`src/rtl/colfold_pkg.sv`:
```
// Shared definitions for the folded column filter.
// Assumes: nothing beyond the standard language.
package colfold_pkg;

    // Phase of the shared arithmetic path.
    typedef enum logic [1:0] {
        PH_IDLE = 2'd0,
        PH_LOW  = 2'd1,
        PH_HIGH = 2'd2
    } fold_phase_e;

    // Number of vertical taps per filter.
    localparam int NTAPS = 4;

    // Index width that is at least one bit.
    function automatic int clog2_min1(input int v);
        return (v <= 2) ? 1 : $clog2(v);
    endfunction

endpackage

```
`src/rtl/colfold_ctrl.sv`:
```
// Scan controller: tracks column position and row index within the
// current level, decides when a sample is taken, and sequences the
// low-pass / high-pass phases of the shared arithmetic path.
// Assumes: lvl_sel changes only together with clr; lvl_sel < LEVELS.
module colfold_ctrl
    import colfold_pkg::*;
#(
    parameter int MAX_LEN = 16,
    parameter int LEVELS  = 3,
    localparam int ADDR_W = clog2_min1(MAX_LEN),
    localparam int SEL_W  = clog2_min1(LEVELS),
    localparam int LEN_W  = ADDR_W + 1
) (
    input  logic              clk,
    input  logic              rst_n,
    input  logic              clr,
    input  logic              in_valid,
    input  logic [SEL_W-1:0]  lvl_sel,
    output logic              accept,
    output logic [ADDR_W-1:0] col,
    output fold_phase_e       phase,
    output logic              emit
);

    logic [ADDR_W-1:0] col_q;
    logic [1:0]        rows_q;   // completed rows, saturating at 3
    logic              odd_q;    // parity of current row index
    fold_phase_e       phase_q;
    logic              emit_q;
    logic [LEN_W-1:0]  cur_len;
    logic              last_col;

    // Selected row length and end-of-row detection.
    always_comb begin
        cur_len  = LEN_W'(MAX_LEN) >> lvl_sel;
        last_col = ({1'b0, col_q} == (cur_len - LEN_W'(1)));
    end

    // A sample is taken unless the path is in its low-pass cycle or clearing.
    assign accept = in_valid && (phase_q != PH_LOW) && !clr;

    // Position, row and phase bookkeeping.
    always_ff @(posedge clk) begin
        if (!rst_n) begin
            col_q   <= '0;
            rows_q  <= '0;
            odd_q   <= 1'b0;
            phase_q <= PH_IDLE;
            emit_q  <= 1'b0;
        end else if (clr) begin
            col_q   <= '0;
            rows_q  <= '0;
            odd_q   <= 1'b0;
            phase_q <= PH_IDLE;
            emit_q  <= 1'b0;
        end else begin
            if (accept) begin
                emit_q  <= odd_q && (rows_q == 2'd3);
                phase_q <= PH_LOW;
                if (last_col) begin
                    col_q <= '0;
                    odd_q <= ~odd_q;
                    if (rows_q != 2'd3) rows_q <= rows_q + 2'd1;
                end else begin
                    col_q <= col_q + ADDR_W'(1);
                end
            end else if (phase_q == PH_LOW) begin
                phase_q <= PH_HIGH;
            end else begin
                phase_q <= PH_IDLE;
            end
        end
    end

    assign col   = col_q;
    assign phase = phase_q;
    assign emit  = emit_q;

    // column position stays inside the selected row length.
    assert_col_in_row_R2: assert property (@(posedge clk) disable iff (!rst_n)
        ({1'b0, col_q} < cur_len));

    // the last column of a row wraps back to column zero.
    assert_row_wrap_R2: assert property (@(posedge clk) disable iff (!rst_n)
        (accept && last_col) |=> (col_q == '0));

    // input assumption, level select moves only with a clear.
    assert_sel_with_clear_R2: assert property (@(posedge clk) disable iff (!rst_n)
        !clr |-> $stable(lvl_sel));

    // a clear leaves the scan at the row start with nothing pending.
    assert_clear_restarts_R8: assert property (@(posedge clk) disable iff (!rst_n)
        clr |=> ((col_q == '0) && (phase_q == PH_IDLE) && !emit_q));

    // no sample is taken in the cycle after one was taken.
    assert_no_back_to_back_R7: assert property (@(posedge clk) disable iff (!rst_n)
        accept |=> !accept);

endmodule

```
`src/rtl/colfold_linebuf.sv`:
```
// One row of history for one tap position: a circular store indexed by
// the column position; read is combinational, write is on the clock.
// Assumes: addr < DEPTH; contents are meaningful only once written in
// the current level (the controller masks older rows).
module colfold_linebuf #(
    parameter int DATA_W = 10,
    parameter int DEPTH  = 16,
    localparam int ADDR_W = (DEPTH <= 2) ? 1 : $clog2(DEPTH)
) (
    input  logic              clk,
    input  logic              we,
    input  logic [ADDR_W-1:0] addr,
    input  logic [DATA_W-1:0] wdata,
    output logic [DATA_W-1:0] rdata
);

    logic [DATA_W-1:0] mem [DEPTH];

    // Store the new row sample at the current column.
    always_ff @(posedge clk) begin
        if (we) mem[addr] <= wdata;
    end

    // Older row sample at the current column, seen before the write.
    assign rdata = mem[addr];

endmodule

```
`src/rtl/colfold_mac.sv`:
```
// Folded 4-tap column filter for one stream: holds the four row samples
// of one column and forms either the low-pass or the high-pass sum with a
// single set of four multipliers.
// Assumes: load pulses when a sample is taken; use_hi picks the set.
module colfold_mac
    import colfold_pkg::*;
#(
    parameter int DATA_W = 10,
    parameter int COEF_W = 6,
    parameter int LP_C0  = 1,
    parameter int LP_C1  = 3,
    parameter int LP_C2  = 3,
    parameter int LP_C3  = 1,
    parameter int HP_C0  = 1,
    parameter int HP_C1  = -3,
    parameter int HP_C2  = 3,
    parameter int HP_C3  = -1,
    localparam int PROD_W = DATA_W + COEF_W,
    localparam int OUT_W  = PROD_W + 2
) (
    input  logic                    clk,
    input  logic                    rst_n,
    input  logic                    load,
    input  logic [NTAPS*DATA_W-1:0] taps_in,
    input  logic                    use_hi,
    output logic signed [OUT_W-1:0] sum
);

    localparam logic signed [COEF_W-1:0] LPV [NTAPS] =
        '{COEF_W'(LP_C0), COEF_W'(LP_C1), COEF_W'(LP_C2), COEF_W'(LP_C3)};
    localparam logic signed [COEF_W-1:0] HPV [NTAPS] =
        '{COEF_W'(HP_C0), COEF_W'(HP_C1), COEF_W'(HP_C2), COEF_W'(HP_C3)};

    logic signed [DATA_W-1:0] tap_q [NTAPS];
    logic signed [PROD_W-1:0] prod  [NTAPS];

    // Capture the column's four row samples when a sample is taken.
    always_ff @(posedge clk) begin
        if (!rst_n) begin
            for (int k = 0; k < NTAPS; k++) tap_q[k] <= '0;
        end else if (load) begin
            for (int k = 0; k < NTAPS; k++)
                tap_q[k] <= taps_in[k*DATA_W +: DATA_W];
        end
    end

    // One shared multiplier per tap, coefficient chosen by phase.
    for (genvar k = 0; k < NTAPS; k++) begin : g_mul
        logic signed [COEF_W-1:0] coef;
        assign coef    = use_hi ? HPV[k] : LPV[k];
        assign prod[k] = PROD_W'(coef) * PROD_W'(tap_q[k]);
    end

    // Adder tree over the four products.
    always_comb begin
        sum = '0;
        for (int k = 0; k < NTAPS; k++) sum = sum + OUT_W'(prod[k]);
    end

endmodule

```
`src/rtl/dwt_col_fold.sv`:
```
// Column stage of a 2-D wavelet decomposition. Two raster-order streams
// from the row stage each pass through three row buffers and a folded
// 4-tap filter; results are kept on odd rows from row 3 on.
// Assumes: in_valid is offered at most every other cycle for full use
// (an offer in the low-pass cycle is dropped); lvl_sel moves with clr.
module dwt_col_fold
    import colfold_pkg::*;
#(
    parameter int DATA_W  = 10,
    parameter int COEF_W  = 6,
    parameter int MAX_LEN = 16,
    parameter int LEVELS  = 3,
    parameter int LP_C0   = 1,
    parameter int LP_C1   = 3,
    parameter int LP_C2   = 3,
    parameter int LP_C3   = 1,
    parameter int HP_C0   = 1,
    parameter int HP_C1   = -3,
    parameter int HP_C2   = 3,
    parameter int HP_C3   = -1,
    localparam int SEL_W  = clog2_min1(LEVELS),
    localparam int ADDR_W = clog2_min1(MAX_LEN),
    localparam int OUT_W  = DATA_W + COEF_W + 2,
    localparam int NBR    = 2
) (
    input  logic              clk,
    input  logic              rst_n,
    input  logic              clr,
    input  logic [SEL_W-1:0]  lvl_sel,
    input  logic              in_valid,
    input  logic [DATA_W-1:0] l_in,
    input  logic [DATA_W-1:0] h_in,
    output logic              out_valid,
    output logic              out_hi,
    output logic [OUT_W-1:0]  lx_out,
    output logic [OUT_W-1:0]  hx_out
);

    logic              acc;
    logic [ADDR_W-1:0] col;
    fold_phase_e       phase;
    logic              emit;
    logic              fire;
    logic              hi_now;
    logic signed [OUT_W-1:0] sums [NBR];

    colfold_ctrl #(
        .MAX_LEN (MAX_LEN),
        .LEVELS  (LEVELS)
    ) u_ctrl (
        .clk      (clk),
        .rst_n    (rst_n),
        .clr      (clr),
        .in_valid (in_valid),
        .lvl_sel  (lvl_sel),
        .accept   (acc),
        .col      (col),
        .phase    (phase),
        .emit     (emit)
    );

    assign hi_now = (phase == PH_HIGH);
    assign fire   = emit && !clr && ((phase == PH_LOW) || hi_now);

    // One row-buffer chain and one folded filter per input stream.
    for (genvar b = 0; b < NBR; b++) begin : g_br
        logic [DATA_W-1:0]       x_new;
        logic [DATA_W-1:0]       hist [NTAPS];
        logic [NTAPS*DATA_W-1:0] taps;

        assign x_new   = (b == 0) ? l_in : h_in;
        assign hist[0] = x_new;

        for (genvar k = 1; k < NTAPS; k++) begin : g_row
            colfold_linebuf #(
                .DATA_W (DATA_W),
                .DEPTH  (MAX_LEN)
            ) u_line (
                .clk   (clk),
                .we    (acc),
                .addr  (col),
                .wdata (hist[k-1]),
                .rdata (hist[k])
            );
        end

        for (genvar k = 0; k < NTAPS; k++) begin : g_pack
            assign taps[k*DATA_W +: DATA_W] = hist[k];
        end

        colfold_mac #(
            .DATA_W (DATA_W), .COEF_W (COEF_W),
            .LP_C0 (LP_C0), .LP_C1 (LP_C1), .LP_C2 (LP_C2), .LP_C3 (LP_C3),
            .HP_C0 (HP_C0), .HP_C1 (HP_C1), .HP_C2 (HP_C2), .HP_C3 (HP_C3)
        ) u_mac (
            .clk     (clk),
            .rst_n   (rst_n),
            .load    (acc),
            .taps_in (taps),
            .use_hi  (hi_now),
            .sum     (sums[b])
        );
    end

    // Register the kept results; data holds between kept results.
    always_ff @(posedge clk) begin
        if (!rst_n) begin
            out_valid <= 1'b0;
            out_hi    <= 1'b0;
            lx_out    <= '0;
            hx_out    <= '0;
        end else begin
            out_valid <= fire;
            out_hi    <= fire && hi_now;
            if (fire) begin
                lx_out <= sums[0];
                hx_out <= sums[1];
            end
        end
    end

    // reset leaves the result port quiet.
    assert_reset_quiet_R1: assert property (@(posedge clk)
        !rst_n |=> (!out_valid && !out_hi));

    // a high-pass result always follows a low-pass result.
    assert_hi_after_lo_R9: assert property (@(posedge clk) disable iff (!rst_n)
        (out_valid && out_hi) |-> $past(out_valid && !out_hi));

    // a low-pass result is followed by its high-pass partner.
    assert_pair_complete_R4: assert property (@(posedge clk) disable iff (!rst_n)
        (out_valid && !out_hi && !clr) |=> (out_valid && out_hi));

    // a low-pass result appears two edges after the sample was taken.
    assert_lo_latency_R4: assert property (@(posedge clk) disable iff (!rst_n)
        (out_valid && !out_hi) |-> $past(acc, 2));

endmodule

```
`config.mk`:
```
export PLATFORM = sky130hd
export DESIGN_NAME = dwt_col_fold
export DESIGN_NICKNAME = d
export VERILOG_FILES = /design/src/rtl/colfold_pkg.sv /design/src/rtl/colfold_ctrl.sv /design/src/rtl/colfold_linebuf.sv /design/src/rtl/colfold_mac.sv /design/src/rtl/dwt_col_fold.sv
export SDC_FILE = /design/constraint.sdc
export NUM_CORES = 1
export LEC_CHECK = 0
export CAP_MARGIN = 20
export CORE_MARGIN = 10
export CORE_UTILIZATION = 63
export DETAILED_ROUTE_END_ITERATION = 8
export HOLD_SLACK_MARGIN = 0.12
export PLACE_DENSITY = 0.8
export SYNTH_ARGS = -nofsm -noshare
export SYNTH_HDL_FRONTEND = slang
export SYNTH_SLANG_ARGS = --single-unit
```
`constraint.sdc`:
```
create_clock -name clk -period 10.5 [get_ports clk]
set_input_delay 2.1 -clock clk [delete_from_list [all_inputs] [get_ports clk]]
set_output_delay 2.1 -clock clk [all_outputs]
set_load 0.005 [all_outputs]
```
==> impl_summary.md, run 1 <==
Die
The region available for standard cell placement spans 80800 um2. The top-level I/O count is 64. The area of the die is 93700 um2. The row count is 104. The die height is 306 um.

The chip width is 306 um. The initial utilization of the core area, before any placement, comes to 0.638.

Place
The final RePlAce weighted congestion is 0.843. The number of instances in the placed design is 3943. The detailed placement HPWL is 63.0 mm. During placement, the flow inserted port buffers numbering 63.

Layout
Of the cells placed in the final design, the portion with a size suffix greater than 1 is 0.172. The utilization of the core after routing is 0.704. The count of cells in the finished layout, fillers not included, comes to 4139. Fill cells in the final layout number 4673. The post-synthesis to final-layout area growth is 10.3%. The net count of the finished layout is 3429.

Clocking
The deepest level of the CTS H-tree is 3. The number of cells upsized or downsized after cts is 0. The clock reaches the later pin of the worst-skew pair after 0.70 ns.

Buffers inserted to repair hold after CTS numbered 0. The number of setup buffers added after CTS is 0. Clock tree synthesis found a total of 1092 sinks. The cell at the root of the clock tree is clkbuf_16. The TritonCTS clock tree is built. Clock-pin slew was measured on the worst setup and hold paths at 0.06 ns. The number of buffers between clock root and the deepest sink is 3. Clock tree synthesis inserted a total of 103 buffers.

Routing
The sum of met2 wire segment lengths after detailed routing is 57.6 mm. In the detailed route, the total length drawn on met3 is 11.0 mm. The detail route stage leaves a number of antenna-violating nets equal to 0. The average wire per standard cell is 28.1 um.

The via count normalized by instance count is 6.29. The detailed router's first-iteration violation count is 3125. After detailed routing, the wire length on met1 is 44.9 mm. The final layout contains routed wiring with a total length of 116 mm. The vias after detailed routing is 26.0k. The first detailed-routing pass ran for 6 iterations.

Signal routing reaches up to met5. For this run, design rule violations remaining after detail routing come to 0.

Power and ir drop
For this design the static power due to leakage is 20.2 nW. The post-layout total power is 10.6 mW. VDD sags by at most 0.130 mV. Power spread over the standard cell area amounts to 187 nW/um2.

Outcome
The flow ran to the end, and the final reports show no timing, DRC or antenna violations.

Logic synthesis
The sequential-to-total area share from yosys stat is 0.626. The primary flip-flop cell chosen by synthesis mapping is edfxtp_1. Of all flip-flops after synthesis, the portion carrying an async set or reset was 0.

After synthesis, the most frequently instantiated cells are edfxtp_1 (1040), inv_1 (456), mux4_2 (296). Counting every instance in the synthesized netlist gives 2879. The cell with the most instances after synthesis is edfxtp_1. The share of Yosys cell area claimed by the top area cell type is 0.605.

The number of synthesis warnings is 0. The number of synthesized flops with an enable pin is 1040. In the post-synthesis netlist, the biggest area contributors are edfxtp_1 (61%), mux4_2 (13%), fa_1 (10%). The average footprint of a synthesized cell is 17.9 um2. The synthesized design contains 1092 register bits.

The largest area contributor in the netlist is edfxtp_1. The distinct cell type count after synthesis is 57. The netlist area before placement is 51600 um2.

Min path
The worst hold path terminates at lx_out[14]. Counting instances, the worst hold path has a depth of 2. The startpoint of the worst hold path is lx_out[14]. The path class of the tightest hold or removal check is reg2reg.

Setup path
STA classifies the critical path startpoint as a flip-flop. In this design, the largest share of critical-path delay is due to adder cells. The sum of buffers and inverters on the critical path is 7.

The worst register-to-register path has a depth of 23. At the worst endpoint, the arrival time is 7.49 ns. For flop-to-flop paths, the worst setup slack is 3.54 ns. The signal on the critical path passes through inv_1 > ha_2 > buf_4 > nand2_1 > inv_1 > fa_1 > inv_1 > fa_1 > fa_1 > inv_1 > fa_1 > fa_1 > inv_1 > fa_1 > inv_1 > ha_1 > a21o_1 > o21bai_1 > o21ai_1 > a211oi_1 > o31ai_1 > xnor2_1 > o21ai_1. The endpoint of the most critical register-to-register path is lx_out[17].

The reg-to-reg startpoint is u_ctrl.phase[0]. The highest net fanout along the worst path is 56. The critical path is of the reg2reg type. Among all stages on the critical path, the largest delay is contributed by ha_2. The nature of the critical path endpoint is a flip-flop. At the worst endpoint, the required time is 11.03 ns. The stage delay of the slowest cell on the critical path is 0.75 ns.

STA
Measured against its own limit, the worst slew margin works out to 0.230. The clock tree skew after final layout is 0.0486 ns. At the pin with the least slew margin, the transition time is 1.16 ns. The final critical path time including I/O delays and setup is 6.96 ns. Setup repair after global routing left no endpoint under its margin. Timing would allow up to 144 MHz.

Setup violations remaining at the end of the flow were counted as 0. The share of the cycle needed by the critical path after routing is 0.663. The count of final max-slew check failures came to 0. The worst hold slack is 0.443 ns.

The aggregate negative setup slack is 0 ns. The final hold violation count is 0.

Global routing
The number of global-route vias before repair came to 27.7k. The leftover overflow at the end of global routing is 0. The pin count of the biggest net entering global routing is 96. For this run, the total global-route usage over all layers was measured as 0.252. The first global-routing pass estimated 178 mm of wire.

The number of antenna violations at the first check in global routing is 5.

Run
Across the run, the number of max-cap violations was 0.
==> how the worst max path moves through the flow <==
stage                    start                   endpoint  depth (start not counted)
2_1_floorplan         in_valid  g_br[0].u_mac.tap_q[0][0]                          2
3_3_place_gp   u_ctrl.phase[0]                 lx_out[17]                         23
3_5_place_dp   u_ctrl.phase[0]                 lx_out[17]                         23
4_1_cts        u_ctrl.phase[0]                 lx_out[17]                         23
5_1_grt        u_ctrl.phase[0]                 lx_out[17]                         23
6_report       u_ctrl.phase[0]                 lx_out[17]                         23
==> layer usage <==
layer | global-route usage | vias up
li1 | - | 10729
met1 | 0.352 | 13611
met2 | 0.413 | 1463
met3 | 0.0477 | 207
met4 | 0.0643 | 4
met5 | 0 | -
==> metrics by stage <==
stage / setup WS (ns) / area (um2)
after floorplan: 2.00 / 51600
after global placement: 3.67 / 53500
after detailed placement: 3.53 / 53500
after CTS: 3.54 / 56900
after global routing: 3.03 / 56900
final: 3.54 / 56900
==> logic make-up (layout without fill, tap and decap cells) <==
logic type      Yosys count  in the layout  synth area share
compound gates          135            135            0.0169
xor+xnor                 60             60            0.0102
fa+ha+maj               417            417             0.140
buf+inv                 561            754            0.0439
flops                  1092           1092             0.626
mux                     309            309             0.133
other cells               2              9          0.000146
simple gates            303            303            0.0306
==> registers in the layout, summed over array words and instances, names as in the netlist, named ones only <==
signal	flops
g_br.u_mac.tap_q	80
g_br.g_row.u_line.mem	960
hx_out	18
u_ctrl.emit	1
u_ctrl.rows_q	2
u_ctrl.phase	2
u_ctrl.odd_q	1
out_valid	1
lx_out	18
u_ctrl.col	4
out_hi	1
==> tightest hold or removal path, cell delays in order, from the launching register on <==
cell,delay (ns)
dfxtp_1,0.30
nand2_1,0.05
o21ai_1,0.05
==> layout make-up <==
cell class	count	area, um2	share of cell area
Sequential cell	1092	32300	0.567
Multi-Input combinational cell	1232	17200	0.303
Clock buffer	133	2690	0.0473
Inverter	456	1710	0.0301
Tap cell	1060	1330	0.0233
Timing Repair Buffer	103	943	0.0166
Clock inverter	62	721	0.0127
Antenna cell	1	2.50	0.0000440
==> cell usage in the layout, fill, tap and decap left out, drive strengths merged, types with 6 or more instances in the layout <==
cell type and count:
clkbuf 133, xnor2 43, nor3 8, inv 461, edfxtp 1040, mux4 300
nor2b 24, o21bai 6, bufinv 10, a21oi 23, clkdlybuf4s50 63, clkinv 38
clkinvlp 9, fa 265, buf 40, a21o 17, and2 115, xor2 17
nand2b 11, dfxtp 52, mux2 8, nand2 95, a211oi 7, o21a 9
conb 8, a21boi 9, ha 150, nor2 34, o21ai 45
==> report_power, final <==
group | switching (mW) | total (mW) | internal, mW
Sequential | 0.0354 | 4.86 | 4.82
Clock | 1.67 | 3.76 | 2.09
Combinational | 1.14 | 2.02 | 0.880
Total | 2.84 | 10.6 | 7.79
(Power assumes the default switching activity.)
==> run 2, diff against run 1 <==
--- a/config.mk
+++ b/config.mk
@@ -7,10 +7,10 @@
 export LEC_CHECK = 0
 export CAP_MARGIN = 20
 export CORE_MARGIN = 10
-export CORE_UTILIZATION = 63
+export CORE_UTILIZATION = 57
 export DETAILED_ROUTE_END_ITERATION = 8
 export HOLD_SLACK_MARGIN = 0.12
-export PLACE_DENSITY = 0.8
+export PLACE_DENSITY = 0.76
 export SYNTH_ARGS = -nofsm -noshare
 export SYNTH_HDL_FRONTEND = slang
 export SYNTH_SLANG_ARGS = --single-unit
==> constraint.sdc (replaced) <==
create_clock -name clk -period 5.6 [get_ports clk]
set_input_delay 1.12 -clock clk [delete_from_list [all_inputs] [get_ports clk]]
set_output_delay 1.12 -clock clk [all_outputs]
set_load 0.005 [all_outputs]
==> impl_summary.md, run 2 (synthesis results as in run 1) <==
Clocking
The count of hold buffers inserted by post-cts repair was 0 (unchanged). The number of buffers between clock root and the deepest sink is 3 (unchanged). The latest clock arrival within the worst-skew pair came to 0.69 ns (was 0.70 ns). The clock net sink count came to 1092 (unchanged). The clock transition time at the flip-flop clock pins of the worst setup and hold paths is 0.06 ns (about the same). The number of buffers created by CTS was 105 (was 103). The cell at the root of the clock tree is clkbuf_16 (unchanged). The TritonCTS clock tree is built (unchanged). The deepest level of the CTS H-tree came to 3 (unchanged).

Layout
The utilization of the core after routing came to 0.650 (was 0.704). The flip-flop count of the largest register, all copies and words added came to 960 (unchanged). The most common cell after layout, fill and taps aside is edfxtp_1 (unchanged). The post-synthesis to final-layout area growth came to 13.3% (was 10.3%). The register with the highest flop count is g_br.g_row.u_line.mem (unchanged).

The net count of the finished layout came to 3526 (was 3429). The total inserted antenna cells came to 0 (was 1). The ratio of cells with drive above 1 in the final layout is 0.226 (was 0.172). Largest registers: g_br.g_row.u_line.mem (960), g_br.u_mac.tap_q (80) (unchanged). Top library cells by usage in the layout, fill and taps aside: edfxtp_1 (1040), inv_1 (437), mux4_2 (296), fa_1 (255), ha_1 (134) (was edfxtp_1 (1040), inv_1 (456), mux4_2 (296), fa_1 (265), ha_1 (149)).

STA
Setup repair after global routing missed its margin: yes (was no). The worst hold slack is 0.452 ns (was 0.443 ns). The clock tree skew after final layout is 0.0308 ns (was 0.0486 ns). The final hold violation count is 0 (unchanged).

The headroom to the max-slew limit is 0.260 (was 0.230). The maximum clock rate is 174 MHz (was 144 MHz). The transition time at the pin with the least slew margin is 1.11 ns (was 1.16 ns). The final worst slack was -0.144 ns (was 3.54 ns). The count of final max-slew check failures came to 0 (unchanged). The setup-violating endpoint count in the final report is 13 (was 0).

The share of the cycle needed by the critical path after routing was 1.03 (was 0.663). The final critical path time including I/O delays and setup came to 5.74 ns (was 6.96 ns).

Power and ir drop
The total power density per cell area is 359 nW/um2 (was 187 nW/um2). The sequential cell fraction of total power is 0.435 (was 0.457). The maximum vdd drop came to 0.266 mV (was 0.130 mV). The combinational fraction of design power is 0.250 (was 0.190).

The static power due to leakage is 20.8 nW (was 20.2 nW). The total net switching power came to 5.71 mW (was 2.84 mW). The part of the power in the clock network is 0.315 (was 0.353). The internal power summed over all cells was 15.3 mW (was 7.79 mW). The switching share of power was 0.272 (was 0.267).

Place
The detailed placement HPWL is 65.5 mm (was 63.0 mm). The number of I/O port buffers came to 63 (unchanged). The final RePlAce weighted congestion is 0.869 (was 0.843). The worst setup slack before clock tree synthesis is -0.190 ns (was 3.53 ns).

Die
The core region area came to 89900 um2 (was 80800 um2). The starting utilization of the core area is 0.574 (was 0.638). The row count came to 110 (was 104). The chip width is 321 um (was 306 um). The top-level I/O count is 64 (unchanged).

The die height is 321 um (was 306 um). The area of the die is 103000 um2 (was 93700 um2).

Setup path
The highest net fanout along the worst path was 6 (was 56). The startpoint class of the critical path is a flip-flop (unchanged). The critical path data required time is 6.15 ns (was 11.03 ns). The nature of the critical path endpoint is a flip-flop (unchanged). The data arrival at the endpoint of the critical path was 6.30 ns (was 7.49 ns). The type of the worst setup path was reg2reg (unchanged).

Routing
The residual antenna-violating net count after detailed routing was 0 (unchanged). The iteration count of the initial detailed-routing pass is 6 (unchanged). The detailed router's first-iteration violation count is 2500 (was 3125). The average wire per standard cell is 25.3 um (was 28.1 um).

The DRC violations left is 0 (unchanged). The total wire length after detailed routing is 110 mm (was 116 mm). The via count normalized by instance count is 5.86 (was 6.29). The vias after detailed routing is 25.5k (was 26.0k).

Global routing
The leftover overflow at the end of global routing is 0 (unchanged). The met2 usage is 0.351 (was 0.413). The number of antenna violations at the first check in global routing is 7 (was 5). The pin count of the biggest net entering global routing came to 81 (was 96).

The number of global-route vias before repair was 27.4k (was 27.7k). The wire length of the first global-routing pass is 167 mm (was 178 mm). The most crowded layer after global routing is met2 (unchanged). The global-route total usage across every layer is 0.216 (was 0.252).

The met1 track utilization from global routing is 0.294 (was 0.352). The global-route track usage on met3 is 0.0457 (was 0.0477).

Outcome
Result of the run: finished, violations left (was complete, no violations). The final reports fail on setup timing.

Run
The number of max-cap violations is 0 (unchanged).

Min path
The class of the tightest hold or removal check was reg2reg (unchanged).
## run 2: what timing repair did
| action | CTS | global route |
|---|---|---|
| hold endpoints to repair | 0 | 0 |
| setup buffers | 3 | 12 |
| cloned | 0 | 2 |
| resized for setup | 18 | 102 |
| pin swaps | 0 | 63 |
| endpoints found under the setup margin | 13 | 20 |
## run 2: critical path, cell delays in order (launching register included)
cell and delay (ns):
dfxtp_2 0.33, inv_2 0.04, ha_4 0.17, buf_12 0.13, buf_12 0.12, buf_16 0.14
nor2b_2 0.16, fa_1 0.51, inv_1 0.05, fa_1 0.46, fa_1 0.51, inv_1 0.05
fa_1 0.46, fa_1 0.49, inv_1 0.05, fa_1 0.47, inv_1 0.06, ha_4 0.27
and3_4 0.17, a221o_1 0.19, nand3_2 0.09, a311o_1 0.31, o21bai_1 0.20, xnor2_1 0.14
o21ai_1 0.07
## run 2: final cells by class
cell class / instances / area [um2]
Clock buffer: 134 / 2790
Clock inverter: 56 / 413
Fill cell: 5849 / 31400
Inverter: 456 / 1720
Multi-Input combinational cell: 1232 / 17800
Sequential cell: 1092 / 32300
Tap cell: 1176 / 1470
Timing Repair Buffer: 198 / 1970
## run 2: power groups by stage
stage | Sequential (mW) | Clock (mW) | Combinational (mW)
finish | 9.12 | 6.62 | 5.24
CTS | 9.12 | 6.73 | 4.62
global placement | 9.28 | 0 | 4.36
detailed placement | 9.29 | 0 | 4.53
floorplan | 9.26 | 0 | 3.12
global route | 9.12 | 7.03 | 5.82
## run 2: through the flow
stage                     TNS, ns  instances  area, um2  power, mW
after floorplan                 0       2885      51800       12.4
after global placement     -0.314       4137      54600       13.6
after detailed placement    -1.56       4137      54600       13.8
after CTS                  -0.788       4330      57900       20.5
after global routing        -5.17       4344      58400       22.0
final                       -1.10       4344      58400       21.0
## run 2: routing by layer
metal  up-vias  wire (um)
met1     13239      43500
met4         4       2560
li1      10928          -
met2      1086      54200
met5         -         26
met3       196       9470
## run 2: worst paths after layout
| kind | start | to | slack, ns | cells past startpoint |
|---|---|---|---|---|
| worst max-delay path | u_ctrl.phase[0] | lx_out[14] | -0.14 | 24 |
| worst min-delay path | hx_out[8] | hx_out[8] | 0.45 | 2 |
| worst max register to register | u_ctrl.phase[0] | lx_out[14] | -0.14 | 24 |
| worst min register to register | hx_out[8] | hx_out[8] | 0.45 | 2 |
